===== config.mk =====
export PLATFORM = sky130hd
export DESIGN_NAME = dirty_save_engine
export DESIGN_NICKNAME = d
export VERILOG_FILES = /design/src/rtl/dse_pkg.sv /design/src/rtl/dse_flags.sv /design/src/rtl/dse_lowbit.sv /design/src/rtl/dse_seq.sv /design/src/rtl/dirty_save_engine.sv
export SDC_FILE = /design/constraint.sdc
export NUM_CORES = 1
export LEC_CHECK = 0
export ABC_CLOCK_PERIOD_IN_PS = 3500
export BUFFER_PORTS_ARGS = -buffer_cell sky130_fd_sc_hd__buf_2
export CAP_MARGIN = 40
export CORE_MARGIN = 5
export CORE_UTILIZATION = 50
export CTS_BUF_LIST = sky130_fd_sc_hd__clkbuf_2
export CTS_CLUSTER_DIAMETER = 80
export DETAILED_ROUTE_END_ITERATION = 10
export PLACE_DENSITY_LB_ADDON = 0.1
export SLEW_MARGIN = 20
export SYNTH_ARGS = -nofsm -noshare
export SYNTH_HDL_FRONTEND = slang
export SYNTH_SLANG_ARGS = --single-unit

===== constraint.sdc =====
create_clock -name clk -period 3.5 [get_ports clk]
set_input_delay 0.35 -clock clk [delete_from_list [all_inputs] [get_ports clk]]
set_output_delay 0.35 -clock clk [all_outputs]
set_load 0.02 [all_outputs]

===== src/rtl/dse_pkg.sv =====
package dse_pkg;
   typedef enum logic [2:0] {
      ST_IDLE,
      ST_SDESC,
      ST_SREG,
      ST_LDESC,
      ST_LREG
   } dse_state_e;
endpackage


===== src/rtl/dse_flags.sv =====
module dse_flags #(
   parameter int NREGS = 32,
   localparam int IDXW = $clog2(NREGS)
) (
   input  logic             clk,
   input  logic             rst_n,
   input  logic             we,
   input  logic [IDXW-1:0]  waddr,
   input  logic             clr,
   output logic [NREGS-1:0] flags
);
   genvar gi;
   generate
      for (gi = 0; gi < NREGS; gi++) begin : g_bit
         logic hit;
         assign hit = we && (waddr == IDXW'(gi));
         always_ff @(posedge clk or negedge rst_n) begin
            if (!rst_n)
               flags[gi] <= 1'b0;
            else if (hit)
               flags[gi] <= 1'b1;   // write wins over a same-cycle clear
            else if (clr)
               flags[gi] <= 1'b0;
         end
      end
   endgenerate
endmodule


===== src/rtl/dse_lowbit.sv =====
module dse_lowbit #(
   parameter int N  = 32,
   parameter int IW = $clog2(N)
) (
   input  logic [N-1:0]  vec,
   output logic [IW-1:0] idx,
   output logic          any
);
   always_comb begin
      idx = '0;
      for (int i = N - 1; i >= 0; i--)
         if (vec[i]) idx = IW'(i);
      any = |vec;
   end
endmodule


===== src/rtl/dse_seq.sv =====
module dse_seq
   import dse_pkg::*;
#(
   parameter int NREGS = 32,
   parameter int DW    = 32,
   parameter int AW    = 32,
   localparam int IDXW  = $clog2(NREGS),
   localparam int BYTES = DW / 8
) (
   input  logic             clk,
   input  logic             rst_n,
   input  logic             cmd_push,
   input  logic             cmd_pop,
   input  logic [AW-1:0]    cmd_sp,
   input  logic [NREGS-1:0] snap_mask,
   output logic [NREGS-1:0] pend,
   input  logic [IDXW-1:0]  pick_idx,
   output logic             mem_req,
   output logic             mem_we,
   output logic [AW-1:0]    mem_addr,
   output logic [DW-1:0]    mem_wdata,
   input  logic             mem_ready,
   input  logic [DW-1:0]    mem_rdata,
   output logic [IDXW-1:0]  rf_rd_idx,
   input  logic [DW-1:0]    rf_rd_data,
   output logic             rf_wb_en,
   output logic [IDXW-1:0]  rf_wb_idx,
   output logic [DW-1:0]    rf_wb_data,
   output logic             busy,
   output logic             done,
   output logic [AW-1:0]    sp_out
);
   dse_state_e       st_q, st_d;
   logic [AW-1:0]    addr_q, addr_d;
   logic [NREGS-1:0] pend_q, pend_d, pend_clr, desc_in;
   logic             done_d, fin;
   logic [AW-1:0]    sp_q, sp_d;
   logic             accept;

   assign pend       = pend_q;
   assign busy       = (st_q != ST_IDLE);
   assign mem_req    = busy;
   assign mem_we     = (st_q == ST_SDESC) || (st_q == ST_SREG);
   assign mem_addr   = addr_q;
   assign mem_wdata  = (st_q == ST_SDESC) ? DW'(pend_q) : rf_rd_data;
   assign rf_rd_idx  = pick_idx;
   assign accept     = mem_req && mem_ready;
   assign rf_wb_en   = (st_q == ST_LREG) && accept;
   assign rf_wb_idx  = pick_idx;
   assign rf_wb_data = mem_rdata;
   assign done       = fin;
   assign sp_out     = sp_q;
   assign pend_clr   = pend_q & ~(NREGS'(1) << pick_idx);
   assign desc_in    = mem_rdata[NREGS-1:0];

   always_comb begin
      st_d   = st_q;
      addr_d = addr_q;
      pend_d = pend_q;
      done_d = 1'b0;
      sp_d   = sp_q;
      unique case (st_q)
         ST_IDLE: begin
            if (cmd_push) begin
               st_d   = ST_SDESC;
               addr_d = cmd_sp;
               pend_d = snap_mask;
            end else if (cmd_pop) begin
               st_d   = ST_LDESC;
               addr_d = cmd_sp;
               pend_d = '0;
            end
         end
         ST_SDESC: if (accept) begin
            addr_d = addr_q + AW'(BYTES);
            if (pend_q == '0) begin
               st_d = ST_IDLE; done_d = 1'b1; sp_d = addr_d;
            end else
               st_d = ST_SREG;
         end
         ST_LDESC: if (accept) begin
            addr_d = addr_q + AW'(BYTES);
            pend_d = desc_in;
            if (desc_in == '0) begin
               st_d = ST_IDLE; done_d = 1'b1; sp_d = addr_d;
            end else
               st_d = ST_LREG;
         end
         ST_SREG, ST_LREG: if (accept) begin
            addr_d = addr_q + AW'(BYTES);
            pend_d = pend_clr;
            if (pend_clr == '0) begin
               st_d = ST_IDLE; done_d = 1'b1; sp_d = addr_d;
            end
         end
         default: st_d = ST_IDLE;
      endcase
   end

   always_ff @(posedge clk or negedge rst_n) begin
      if (!rst_n) begin
         st_q   <= ST_IDLE;
         addr_q <= '0;
         pend_q <= '0;
         fin    <= 1'b0;
         sp_q   <= '0;
      end else begin
         st_q   <= st_d;
         addr_q <= addr_d;
         pend_q <= pend_d;
         fin    <= done_d;
         sp_q   <= sp_d;
      end
   end
endmodule


===== src/rtl/dirty_save_engine.sv =====
module dirty_save_engine #(
   parameter int NREGS = 32,
   parameter int DW    = 32,
   parameter int AW    = 32,
   localparam int IDXW = $clog2(NREGS)
) (
   input  logic             clk,
   input  logic             rst_n,
   input  logic             rf_we,
   input  logic [IDXW-1:0]  rf_waddr,
   input  logic             ctx_switch,
   input  logic             cmd_push,
   input  logic             cmd_pop,
   input  logic [AW-1:0]    cmd_sp,
   output logic             busy,
   output logic             done,
   output logic [AW-1:0]    sp_out,
   output logic [NREGS-1:0] dirty_mask,
   output logic             mem_req,
   output logic             mem_we,
   output logic [AW-1:0]    mem_addr,
   output logic [DW-1:0]    mem_wdata,
   input  logic             mem_ready,
   input  logic [DW-1:0]    mem_rdata,
   output logic [IDXW-1:0]  rf_rd_idx,
   input  logic [DW-1:0]    rf_rd_data,
   output logic             rf_wb_en,
   output logic [IDXW-1:0]  rf_wb_idx,
   output logic [DW-1:0]    rf_wb_data
);
   generate
      if (NREGS > DW) begin : g_bad_desc
         $error("descriptor word narrower than register count");
      end
      if (NREGS < 2) begin : g_bad_regs
         $error("register count must be at least 2");
      end
      if ((DW % 8) != 0) begin : g_bad_dw
         $error("data width must be whole bytes");
      end
   endgenerate

   logic [NREGS-1:0] pend;
   logic [IDXW-1:0]  pick_idx;
   logic             pick_any;

   dse_flags #(.NREGS(NREGS)) u_flags (
      .clk(clk), .rst_n(rst_n), .we(rf_we), .waddr(rf_waddr),
      .clr(ctx_switch), .flags(dirty_mask)
   );

   dse_lowbit #(.N(NREGS), .IW(IDXW)) u_pick (
      .vec(pend), .idx(pick_idx), .any(pick_any)
   );

   dse_seq #(.NREGS(NREGS), .DW(DW), .AW(AW)) u_seq (
      .clk(clk), .rst_n(rst_n), .cmd_push(cmd_push), .cmd_pop(cmd_pop),
      .cmd_sp(cmd_sp), .snap_mask(dirty_mask), .pend(pend),
      .pick_idx(pick_idx), .mem_req(mem_req), .mem_we(mem_we),
      .mem_addr(mem_addr), .mem_wdata(mem_wdata), .mem_ready(mem_ready),
      .mem_rdata(mem_rdata), .rf_rd_idx(rf_rd_idx), .rf_rd_data(rf_rd_data),
      .rf_wb_en(rf_wb_en), .rf_wb_idx(rf_wb_idx), .rf_wb_data(rf_wb_data),
      .busy(busy), .done(done), .sp_out(sp_out)
   );

   logic unused_any;
   assign unused_any = pick_any;
endmodule


-- Word-level counts from Yosys, hierarchy flattened
Index checks and enable logic that the tools add are counted.
Widths: inputs -> output; s select.
- register bits after elaboration: 132
- input port bits: 108
- output and inout bits: 175
- word-level logic and storage cells: 264
- add/subtract/negate cells: 1
- eq/ne operators: 43
- shifts and indexed selects: 1
- muxes and demuxes: 98
- bitwise operators: 2
- reductions and logical operators: 82
- operators by type and width (operator ; count):
    $mux 32 ; 14
    $pmux 32 s3 ; 2
    $mux 5 ; 32
    $logic_not 32->1 ; 3
    $eq 5x5->1 const B ; 16
    $reduce_bool 2->1 ; 33
    $pmux 32 s2 ; 1
    $eq 5x4->1 const B ; 8
    $mux 1 ; 39
    $logic_and 1x1->1 ; 34
    $add 32x3->32 const B ; 1
    $and 32x32->32 ; 1
    $not 32->32 ; 1
    $shl 1x5->32 const A ; 1
    $mux 3 ; 7
    $eq 5x3->1 const B ; 4
    $ne 2x1->1 const B ; 6
    $pmux 3 s4 ; 1
    $eq 5x2->1 const B ; 2
    $reduce_bool 3->1 ; 3
    $reduce_and 7->1 ; 1
    $eq 3x2->1 const B ; 2
    $eq 5x1->1 const B ; 1
    $logic_not 5->1 ; 1
    13 further kinds ; 13

-- Logic depth before layout (Yosys ltp)
Gate-level depths: netlist of run 1.
- depth after elaboration: 39
- mapped depth: 14
- gate-level depth less buffers: 12

-- Modules after synthesis
A second synthesis of run 1 with hierarchy kept.
- cell total of the unflattened synthesis: 936
- area, all modules: 8299.2 um^2
- by module, submodules not included (module ; times used ; cells an instance ; area each (um^2) ; seq. area each (um^2)):
    dse_seq ; 1 ; 756 ; 6660.1 ; 2502.4
    dse_flags ; 1 ; 115 ; 1253.7 ; 800.8
    dse_lowbit ; 1 ; 65 ; 385.4 ; 0.0

-- Least setup slack after synthesis of run 1
Ideal clock, no wire load.
- path kind: flip-flop to flip-flop
- start: register u_seq.pend_q[27] (netlist: u_seq.pend[27])
- end: register u_seq.sp_q[10] (netlist: u_seq.sp_out[10])
- library setup time: 125 ps
- arrival time: 3122 ps
- data required time: 3375 ps
- setup slack: 253 ps
- cell stages (with the launch flop): 14
- buffers on the path: 2
- clock period less this slack: 3247 ps
- cell sequence: dfrtp_1 > buf_6 > or4_4 > o211a_1 > o21ai_2 > nand2_2 > o41ai_1 > nand2_1 > nor4b_2 > nand4_1 > nor2_1 > o21ai_2 > buf_6 > mux2_4
- cells in the longest elaborated chain, start to end: 34
- elaborated cells on any way between the ends: 36
- those cells by class: 2 x eq/ne; 1 x shift; 28 x mux; 2 x bitwise; 3 x reduce/logical
- ends and longest elaborated chain (element ; line ; text):
    start: declaration ; dse_seq.sv:35 ; logic [NREGS-1:0] pend_q, pend_d, pend_clr, desc_in;
    start signal: assignment ; dse_seq.sv:110 ; pend_q <= pend_d;
    $mux 5 (28 in a row) ; dse_lowbit.sv:12 ; if (vec[i]) idx = IW'(i);
    $shl 1x5->32 ; dse_seq.sv:53 ; assign pend_clr = pend_q & ~(NREGS'(1) << pick_idx);
    $not 32->32 ; dse_seq.sv:53 ;
    $and 32x32->32 ; dse_seq.sv:53 ;
    $logic_not 32->1 ; dse_seq.sv:92 ; if (pend_clr == '0) begin
    $ne 2x1->1 (no source line) ; - ;
    $reduce_and 7->1 (no source line) (*) ; - ;
    end signal: assignment ; dse_seq.sv:112 ; sp_q <= sp_d;
    end: declaration ; dse_seq.sv:37 ; logic [AW-1:0] sp_q, sp_d;
Mark *: on every way between the ends. The rest lies on a longest branch, timed or not.
A chain may end at the register's enable or synchronous reset.

-- Worst setup path after layout of run 1
- start: register u_seq.pend_q[11] (netlist: u_seq.pend[11])
- end: register u_seq.sp_q[25] (netlist: u_seq.sp_out[25])
- cells in the longest elaborated chain, start to end: 18
- elaborated cells on any way between the ends: 20
- those cells by class: 2 x eq/ne; 1 x shift; 12 x mux; 2 x bitwise; 3 x reduce/logical
- ends and longest elaborated chain (element ; line):
    $mux 5 (12 in a row) ; dse_lowbit.sv:12
    $shl 1x5->32 ; dse_seq.sv:53
    $not 32->32 ; dse_seq.sv:53
    $and 32x32->32 ; dse_seq.sv:53
    $logic_not 32->1 ; dse_seq.sv:92
    $ne 2x1->1 (no source line) ; -
    $reduce_and 7->1 (no source line) (*) ; -
Marks and branches as above.

==> flow_summary.toml, run 1 <==
[timing]
fin_skew_ns = 0.0348
fmaxAchievable_mhz = 292
max_slew_margin = 0.446
period_needed_ns = 3.42
tightest_slew_ns = 0.831
final_min_period_over_clock_period = 0.978
finalHoldViolations = 0
final.setup.tns_ns = 0
setup_viol = 0
slew_violations = 0
rsz0062_at_grt = "true"

[routing]
wl_um = 30900
met1_length_um = 13900
route.met3.wl_um = 2770
met2_length_um = 13700
ant_nets = 0
drt_first_pass_iters = 5
top_layer = "met4"
vias = 9040
wl_per_cell_um = 19.7
drc = 0
via_per_inst = 5.77
drt_iter0_drc = 813

[synthesis]
synth_edf_count = 0
synth-main-ff-cell = "dfrtp_1"
synth_simple_gate_area_frac = 0.161
synth_cell_types = 62
synth_xor_area_frac = 0.0300
synthCells = 966
ys_ff_latch = 132
synth_compound_gate_area_share = 0.231
yosysMostFrequentCell = "dfrtp_1"
synth_top_family_by_area = "compound AO/OA/AOI/OAI gates"
async_flop_share = 1.00
synth.net_count = 1075
synthesis.area_um2 = 8480
synth_common_cells = "dfrtp_1 (132), o21ai_0 (102), nor2_1 (79), a21oi_1 (69), nand2_1 (57)"
synthTopCellsByArea = "dfrtp_1 (39%), o21ai_0 (6.0%), mux2_2 (5.0%), mux2_4 (4.4%), a21oi_1 (4.1%)"
ys.warnings.count = 0
synth-seq-area-share = 0.390
synthMuxAreaShare = 0.0959
syn_avg_cell_area_um2 = 8.78
synth_top_cell_by_area = "dfrtp_1"
synth-adder-area-share = 0.00148
synth_top_area_frac = 0.390

[setup_path]
slowest_stage = "dfrtp_2"
path_max_fanout = 18
critPathArrivalTime_ns = 4.04
cpMostUsedCell = "o21ai_4"
crit_buf_inv = 2
cp-start-kind = "flip-flop"
cp_cell_sequence = "nor4_4, buf_4, o21ai_2, o21ai_4, nand2_4, o41ai_1, nand2_1, nor4b_2, nand4_1, nor2_2, o21ai_4, buf_12, mux2_4"
required_ns = 4.11
critPathKind = "reg -> reg"
endpoint_kind = "flip-flop"
crit_family = "simple AND/OR/NAND/NOR gates"
slowest_delay_ns = 0.52

[placed_design]
dp_hpwl_um = 22700
io_buffer_count = 282
gp_congestion = 0.959
dp.cells = 1458

[global_routing]
grt_pass1_vias = 8486
antenna_found_initial = 1
track_usage = 0.302
grt_pass1_wl_um = 47600
grt_overflow = 0
grt_max_degree = 71

[job]
cap_violations = 0

[final_layout]
final_core_util = 0.698
multi_input_area_um2 = 4630
syn_to_final_growth_pct = 36.5
fill_cells = 1409
final_nets = 1438
final_cells = 1567
register_area_um2 = 3320
drive_gt1_frac = 0.398

[clock_network]
clk_pin_slew_ns = 0.22
cts-buffers-inserted = 17
clkSinkCount = 132
h-tree-depth = 4
cts_max_path_buffers = 2
cts_root_buffer = "clkbuf_2"
insertion_delay_ns = 0.71
cts_tree = "done"

[floorplanning]
dieWidth_um = 140
die_y_um = 140
core_area_um2 = 16600
rows = 47
die_area_um2 = 19700
start_util = 0.511
ios = 283

[min_path]
hold_path.class = "in -> reg"

[status]
status = "finished, final reports clean"
[tightest hold or removal path: cells and delay by family]
| family | cells | cell delay, ns |
|---|---|---|
| AND/OR/NAND/NOR | 1 | 0.23 |
| buffers and inverters | 1 | 0.10 |
| AO/OA/AOI/OAI | 1 | 0.09 |
[state kept, by name (all words and copies together) (netlist names)]
signal,count
u_flags.flags,32
u_seq.mem_addr,32
u_seq.pend,32
u_seq.sp_out,32
u_seq.st_q,3
u_seq.done,1
[final timing paths]
check	from	end	slack, ns	cells after the start
worst max-delay path	u_seq.pend[11]	u_seq.sp_out[25]	0.08	13
worst min register to register	u_seq.sp_out[0]	u_seq.sp_out[0]	0.53	1
worst min-delay path	rf_waddr[1]	u_flags.flags[4]	0.08	3
min in group asynchronous	rst_n	u_flags.flags[3]	0.58	3
max in group asynchronous	rst_n	u_seq.sp_out[31]	1.94	5
worst max register to register	u_seq.pend[11]	u_seq.sp_out[25]	0.08	13
[per-layer routing]
layer,vias up,GRT usage
met3,49,0.0702
met4,0,0.0668
met1,4307,0.446
met2,475,0.452
li1,4209,-
met5,-,0
[stage by stage]
step	hold slack (ns)	instance area [um^2]	worst slack, ns
floorplan	0.0544	8480	0.253
global placement	0.487	10300	-0.0393
detailed placement	0.231	10400	-0.0546
CTS	0.0244	11300	0.00471
global route	0.0306	11600	-0.0916
finish	0.0811	11600	0.0756
[logic make-up (layout without fill, tap and decap cells)]
group	count (synthesis)	count (layout)
flops	132	132
mux	64	64
fa+ha+maj	1	1
other cells	0	5
simple gates	263	263
buf+inv	157	533
compound gates	320	320
xor+xnor	29	29
[cell type report]
class	instances	area share
multi-input cells	677	0.400
flip-flops and latches	132	0.287
repair buffers	445	0.247
well taps	220	0.0238
inverters	56	0.0182
clock inverters	15	0.0154
clock buffers	17	0.00736
diodes	5	0.00108
[timing repair]
item	in CTS	in global routing
hold buffers	66	0
buffers inserted	0	6
pin swaps	0	14
setup endpoints to repair	30	34
hold endpoints to repair	172	0
resized for setup	7	45
[placed cells by master, fill, tap and decap left out, types with 5 or more instances in the layout]
cell type	synthesis	final
nand2_1	57	57
xnor2_1	20	20
nor4_4	4	8
dfrtp_1	132	119
nand3_1	28	28
o21a_1	9	9
nand4_1	9	9
buf_2	2	280
mux2_2	38	38
buf_4	40	94
nor2_1	79	76
clkbuf_2	0	17
xor2_1	9	9
or2_2	5	5
dfrtp_2	0	13
o22ai_1	46	45
o21ai_0	102	99
a22oi_1	41	41
dlygate4sd3_1	0	66
mux2_4	25	25
a21oi_1	69	66
inv_1	54	54
nor4_1	16	14
clkinvlp_4	0	6
o211ai_1	6	6
nor2b_1	6	5
diode_2	0	5
nor3_1	13	12
nand2b_1	6	6
and3_1	18	18
Power of run 1 is not shown: default switching activity piles up to over one toggle a cycle in this logic, so the estimate is an artifact.
==> inputs of run 2 (changes only) <==
--- a/config.mk
+++ b/config.mk
@@ -14,6 +14,8 @@
 export CTS_CLUSTER_DIAMETER = 80
 export DETAILED_ROUTE_END_ITERATION = 10
 export PLACE_DENSITY_LB_ADDON = 0.1
+export RECOVER_POWER = 100
+export REMOVE_ABC_BUFFERS = 1
 export SLEW_MARGIN = 20
 export SYNTH_ARGS = -nofsm -noshare
 export SYNTH_HDL_FRONTEND = slang
==> run 2 against run 1 <==
The run now ends with max-capacitance violations, max-slew violations, negative setup slack left. Clock-buffer cell count did not move. Worst hold slack got worse by 0.016 ns. Register-to-register slack got worse by 0.17 ns. Wire length rose by 1.2%. Clock skew increased by 0.0057 ns. Critical path depth is the same. Critical path type unchanged. Highest routed layer unchanged.
==> flow_summary.toml, run 2 (synthesis results as in run 1) <==
[setup_path]
slowest_stage = "dfrtp_2"
cp-start-kind = "flip-flop"
slowest_delay_ns = 0.54
endpoint_kind = "flip-flop"
path_max_fanout = 8
required_ns = 4.09
critPathArrivalTime_ns = 4.19
crit_family = "simple AND/OR/NAND/NOR gates"
critPathKind = "reg -> reg"
crit_buf_inv = 2
cp_cell_sequence = "nor3b_2, nor3_1, buf_4, nand4_1, o211ai_1, and2_1, o211ai_1, a221oi_2, nand4_1, nor2_2, o21ai_4, clkbuf_16, mux2_4"

[floorplanning]
dieWidth_um = 140
rows = 47
die_area_um2 = 19700
ios = 283
die_y_um = 140
start_util = 0.511
core_area_um2 = 16600

[routing]
drt_iter0_drc = 773
via_per_inst = 5.79
vias = 9165
wl_per_cell_um = 19.8
wl_um = 31300
drt_first_pass_iters = 5
ant_nets = 0
drc = 0

[placed_design]
gp_congestion = 0.963
dp_hpwl_um = 22800
io_buffer_count = 282
place_ws_ns = -0.0862
dp.cells = 1459

[clock_network]
cts_tree = "done"
cts_root_buffer = "clkbuf_2"
cts_max_path_buffers = 2
clk_pin_slew_ns = 0.21
insertion_delay_ns = 0.72
cts-buffers-inserted = 17
clkSinkCount = 132
h-tree-depth = 4

[timing]
holdWs_ns = 0.0649
fmaxAchievable_mhz = 278
fin_ws_ns = -0.0945
tightest_slew_ns = 2.88
max_slew_margin = -0.920
period_needed_ns = 3.59
finalHoldViolations = 0
fin_skew_ns = 0.0405
slew_violations = 61
rsz0062_at_grt = "true"
setup_viol = 28
final_min_period_over_clock_period = 1.03

[final_layout]
final_common_cell = "buf_2"
final_core_util = 0.701
layout_common_cells = "buf_2 (146), clkbuf_1 (139), dfrtp_1 (126)"
syn_to_final_growth_pct = 37.1
drive_gt1_frac = 0.303
final_cells = 1582
final_nets = 1455

[global_routing]
track_usage = 0.302
grt_pass1_vias = 8764
grt_overflow = 0
antenna_found_initial = 1
grt_pass1_wl_um = 47900
grt_max_degree = 73

[job]
cap_violations = 1

[status]
status = "complete, but fails checks"
violations = "max-capacitance violations, max-slew violations, negative setup slack"

[min_path]
hold_path.class = "in -> reg"
run 2: cell count changes in the layout (fill, tap and decap cells not counted), moves of 3 or more:
cell,previous run,this run
clkinvlp_4,6,2
dlygate4sd3_1,66,62
clkinv_4,0,3
clkbuf_1,0,139
buf_4,94,103
inv_6,4,1
dfrtp_2,13,6
buf_2,280,146
buf_6,1,4
dfrtp_1,119,126
run 2: timing repair:
item / 4_1_cts / 5_1_grt
hold buffers: 62 / 0
buffers inserted: 6 / 18
pin swaps: 8 / 26
endpoints found under the hold margin: 138 / 0
endpoints found under the setup margin: 30 / 35
gates cloned: 0 / 2
resized for setup: 17 / 38
run 2: worst paths after layout:
kind                                  start  depth (start not counted)  slack (ns)                to
setup reg to reg              u_seq.pend[9]                         13       -0.09  u_seq.sp_out[15]
min in group asynchronous             rst_n                          2        1.27     u_seq.pend[4]
hold / removal                mem_rdata[26]                          3        0.06    u_seq.pend[26]
setup / recovery              u_seq.pend[9]                         13       -0.09  u_seq.sp_out[15]
max in group asynchronous             rst_n                          2        0.56    u_seq.pend[24]
hold reg to reg            u_seq.sp_out[16]                          1        0.53  u_seq.sp_out[16]
run 2: cell type report:
type | instances | area (um^2)
flip-flops and latches | 132 | 3310
clock inverters | 13 | 208
clock buffers | 17 | 85.1
inverters | 56 | 210
diodes | 5 | 12.5
multi-input cells | 677 | 4690
well taps | 220 | 275
fillers | 1419 | 4960
repair buffers | 462 | 2840
run 2: per-stage QoR:
stage / TNS, ns / area, um^2
6_report: -1.47 / 11600
4_1_cts: 0 / 11400
3_5_place_dp: -1.83 / 10400
5_1_grt: -4.74 / 11600
2_1_floorplan: -16.34 / 7920
3_3_place_gp: -1.74 / 10400
run 2: worst min-delay path: stages:
cell,delay (ns)
buf_2,0.12
a22oi_1,0.09
o21ai_0,0.16
run 2: routing by layer:
metal | global-route usage | share of wire
met3 | 0.0740 | 0.094
met2 | 0.477 | 0.46
met5 | 0 | 0
met1 | 0.425 | 0.43
met4 | 0.0653 | 0.015
Power of run 2 is left out for the same reason.
==> inputs of run 3 (changes only) <==
--- a/config.mk
+++ b/config.mk
@@ -5,9 +5,10 @@
 export SDC_FILE = /design/constraint.sdc
 export NUM_CORES = 1
 export LEC_CHECK = 0
-export ABC_CLOCK_PERIOD_IN_PS = 3500
+export ABC_CLOCK_PERIOD_IN_PS = 4700
 export BUFFER_PORTS_ARGS = -buffer_cell sky130_fd_sc_hd__buf_2
 export CAP_MARGIN = 40
+export CORE_ASPECT_RATIO = 0.5
 export CORE_MARGIN = 5
 export CORE_UTILIZATION = 50
 export CTS_BUF_LIST = sky130_fd_sc_hd__clkbuf_2
==> constraint.sdc (replaced) <==
create_clock -name clk -period 4.7 [get_ports clk]
set_input_delay 0.47 -clock clk [delete_from_list [all_inputs] [get_ports clk]]
set_output_delay 0.47 -clock clk [all_outputs]
set_load 0.02 [all_outputs]
==> run 3 against run 2 <==
The run ends with max-capacitance violations, max-slew violations left. Cell area decreased by 16%. Clock-buffer cell count rose by 1. Via count down 9.1%. Sequential cell count is the same. Critical endpoint is now u_seq.sp_out[25].
==> flow_summary.toml, run 3 (synthesis results as in run 1) <==
[final_layout]
drive_gt1_frac = 0.175
fill_cells = 1632
multi_input_area_um2 = 4320
register_area_um2 = 3300
layout_common_cells = "clkbuf_1 (180), dfrtp_1 (132), buf_2 (109)"
syn_to_final_growth_pct = 14.6
final_common_cell = "clkbuf_1"
final_nets = 1299

[setup_path]
slowest_stage = "nor4_2"
cp_cell_sequence = "nor4_2, o211ai_1, nor2_1, o21bai_1, a2111oi_0, o211ai_1, nor3_1, nand4_1, nor2_1, o21ai_4, buf_4, mux2_1"
r2r_start = "u_seq.pend[16]"
cp-start-kind = "flip-flop"
path_max_fanout = 33
worstRegToRegCells = 12
endpoint_kind = "flip-flop"
required_ns = 5.27
timing.rr.end = "u_seq.sp_out[25]"
slowest_delay_ns = 0.68
critPathKind = "reg -> reg"
critPathArrivalTime_ns = 4.80
ff2ff_setup_slack_ns = 0.47

[routing]
drc = 0
wl_per_cell_um = 19.9
drt_first_pass_iters = 5
drt_iter0_drc = 534
via_per_inst = 5.82
vias = 8334
wl_um = 28500
ant_nets = 0

[min_path]
worstHoldStart = "cmd_sp[3]"
worstHoldPathCells = 3
hold_path.class = "in -> reg"
hold_end = "u_seq.mem_addr[3]"

[clock_network]
cts-buffers-inserted = 17
cts_root_buffer = "clkbuf_2"
cts_max_path_buffers = 2
clk_pin_slew_ns = 0.21
insertion_delay_ns = 0.69
clkSinkCount = 132
h-tree-depth = 4
cts_tree = "done"
cts_resized = 0

[timing]
fin_skew_ns = 0.0626
finalHoldViolations = 0
fmaxAchievable_mhz = 236
rsz0062_at_grt = "false"
max_slew_margin = -0.235
period_needed_ns = 4.23
final.setup.tns_ns = 0
slew_violations = 240
final_min_period_over_clock_period = 0.900
setup_viol = 0
tightest_slew_ns = 1.85

[global_routing]
grt_pass1_wl_um = 44300
antenna_found_initial = 2
track_usage = 0.278
grt_pass1_vias = 8041
grt_overflow = 0
grt_max_degree = 75

[floorplanning]
ios = 283
dieWidth_um = 194
die_area_um2 = 19800
start_util = 0.513
core_area_um2 = 16500
die_y_um = 102
rows = 33

[placed_design]
io_buffer_count = 282
gp_congestion = 0.967
dp_hpwl_um = 21800

[status]
status = "complete, but fails checks"
violations = "max-capacitance violations, max-slew violations"

[job]
cap_violations = 6
[run 3: changes by cell type in the layout (fill, tap and decap cells not counted), moves of 5 or more]
cell,previous run,this run
buf_2,146,109
buf_4,103,7
clkbuf_1,139,180
dfrtp_1,126,132
dfrtp_2,6,0
dlygate4sd3_1,62,5
mux2_1,0,25
mux2_4,25,0
o41ai_1,1,6
[run 3: per-stage QoR]
step	instance area (um^2)	util	hold slack (ns)	instances	setup slack, ns
global route	9710	0.588	0.0112	1430	0.0957
floorplan	7920	-	0.174	865	0.609
CTS	10100	0.613	0.00433	1430	0.562
finish	9720	0.588	0.0425	1431	0.471
global placement	9730	0.589	0.488	1385	0.676
detailed placement	9850	0.596	0.357	1393	0.600
[run 3: how the worst max path moves through the flow]
stage,start,to,depth (start not counted)
after floorplan,u_seq.pend[27],u_seq.sp_out[0],11
after global placement,u_seq.pend[16],u_seq.sp_out[9],12
after detailed placement,u_seq.pend[16],u_seq.sp_out[12],12
after CTS,u_seq.pend[16],u_seq.sp_out[5],12
after global routing,u_seq.pend[16],u_seq.sp_out[14],12
final,u_seq.pend[16],u_seq.sp_out[25],12
[run 3: worst max-delay path: cells and delay by family, from the launching register on]
kind                   cells  cell delay [ns]
buffers and inverters      1             0.27
DFF                        1             0.54
AOI/OAI and AO/OA          5             1.10
and+or+nand+nor            5             1.83
muxes                      1             0.37
[run 3: area by class of cell]
type / instances / share of cell area
Tap cell: 227 / 0.0292
Antenna cell: 1 / 0.000258
Timing Repair Buffer: 306 / 0.143
Multi-Input combinational cell: 677 / 0.444
Inverter: 56 / 0.0216
Clock inverter: 14 / 0.0130
Sequential cell: 132 / 0.340
Clock buffer: 18 / 0.00927
[run 3: repair_timing]
item                      4_1_cts  5_1_grt
setup buffers                   0        0
hold endpoints to repair       68        0
hold buffers                    5        0
[run 3: per-layer routing]
| layer | global-route usage | wire, um | share of wire |
|---|---|---|---|
| met5 | 0 | 7 | 0.00025 |
| met4 | 0.0508 | 364 | 0.013 |
| met3 | 0.0705 | 2190 | 0.077 |
| met2 | 0.468 | 13300 | 0.47 |
| met1 | 0.373 | 12600 | 0.44 |
Power of run 3 is left out for the same reason.
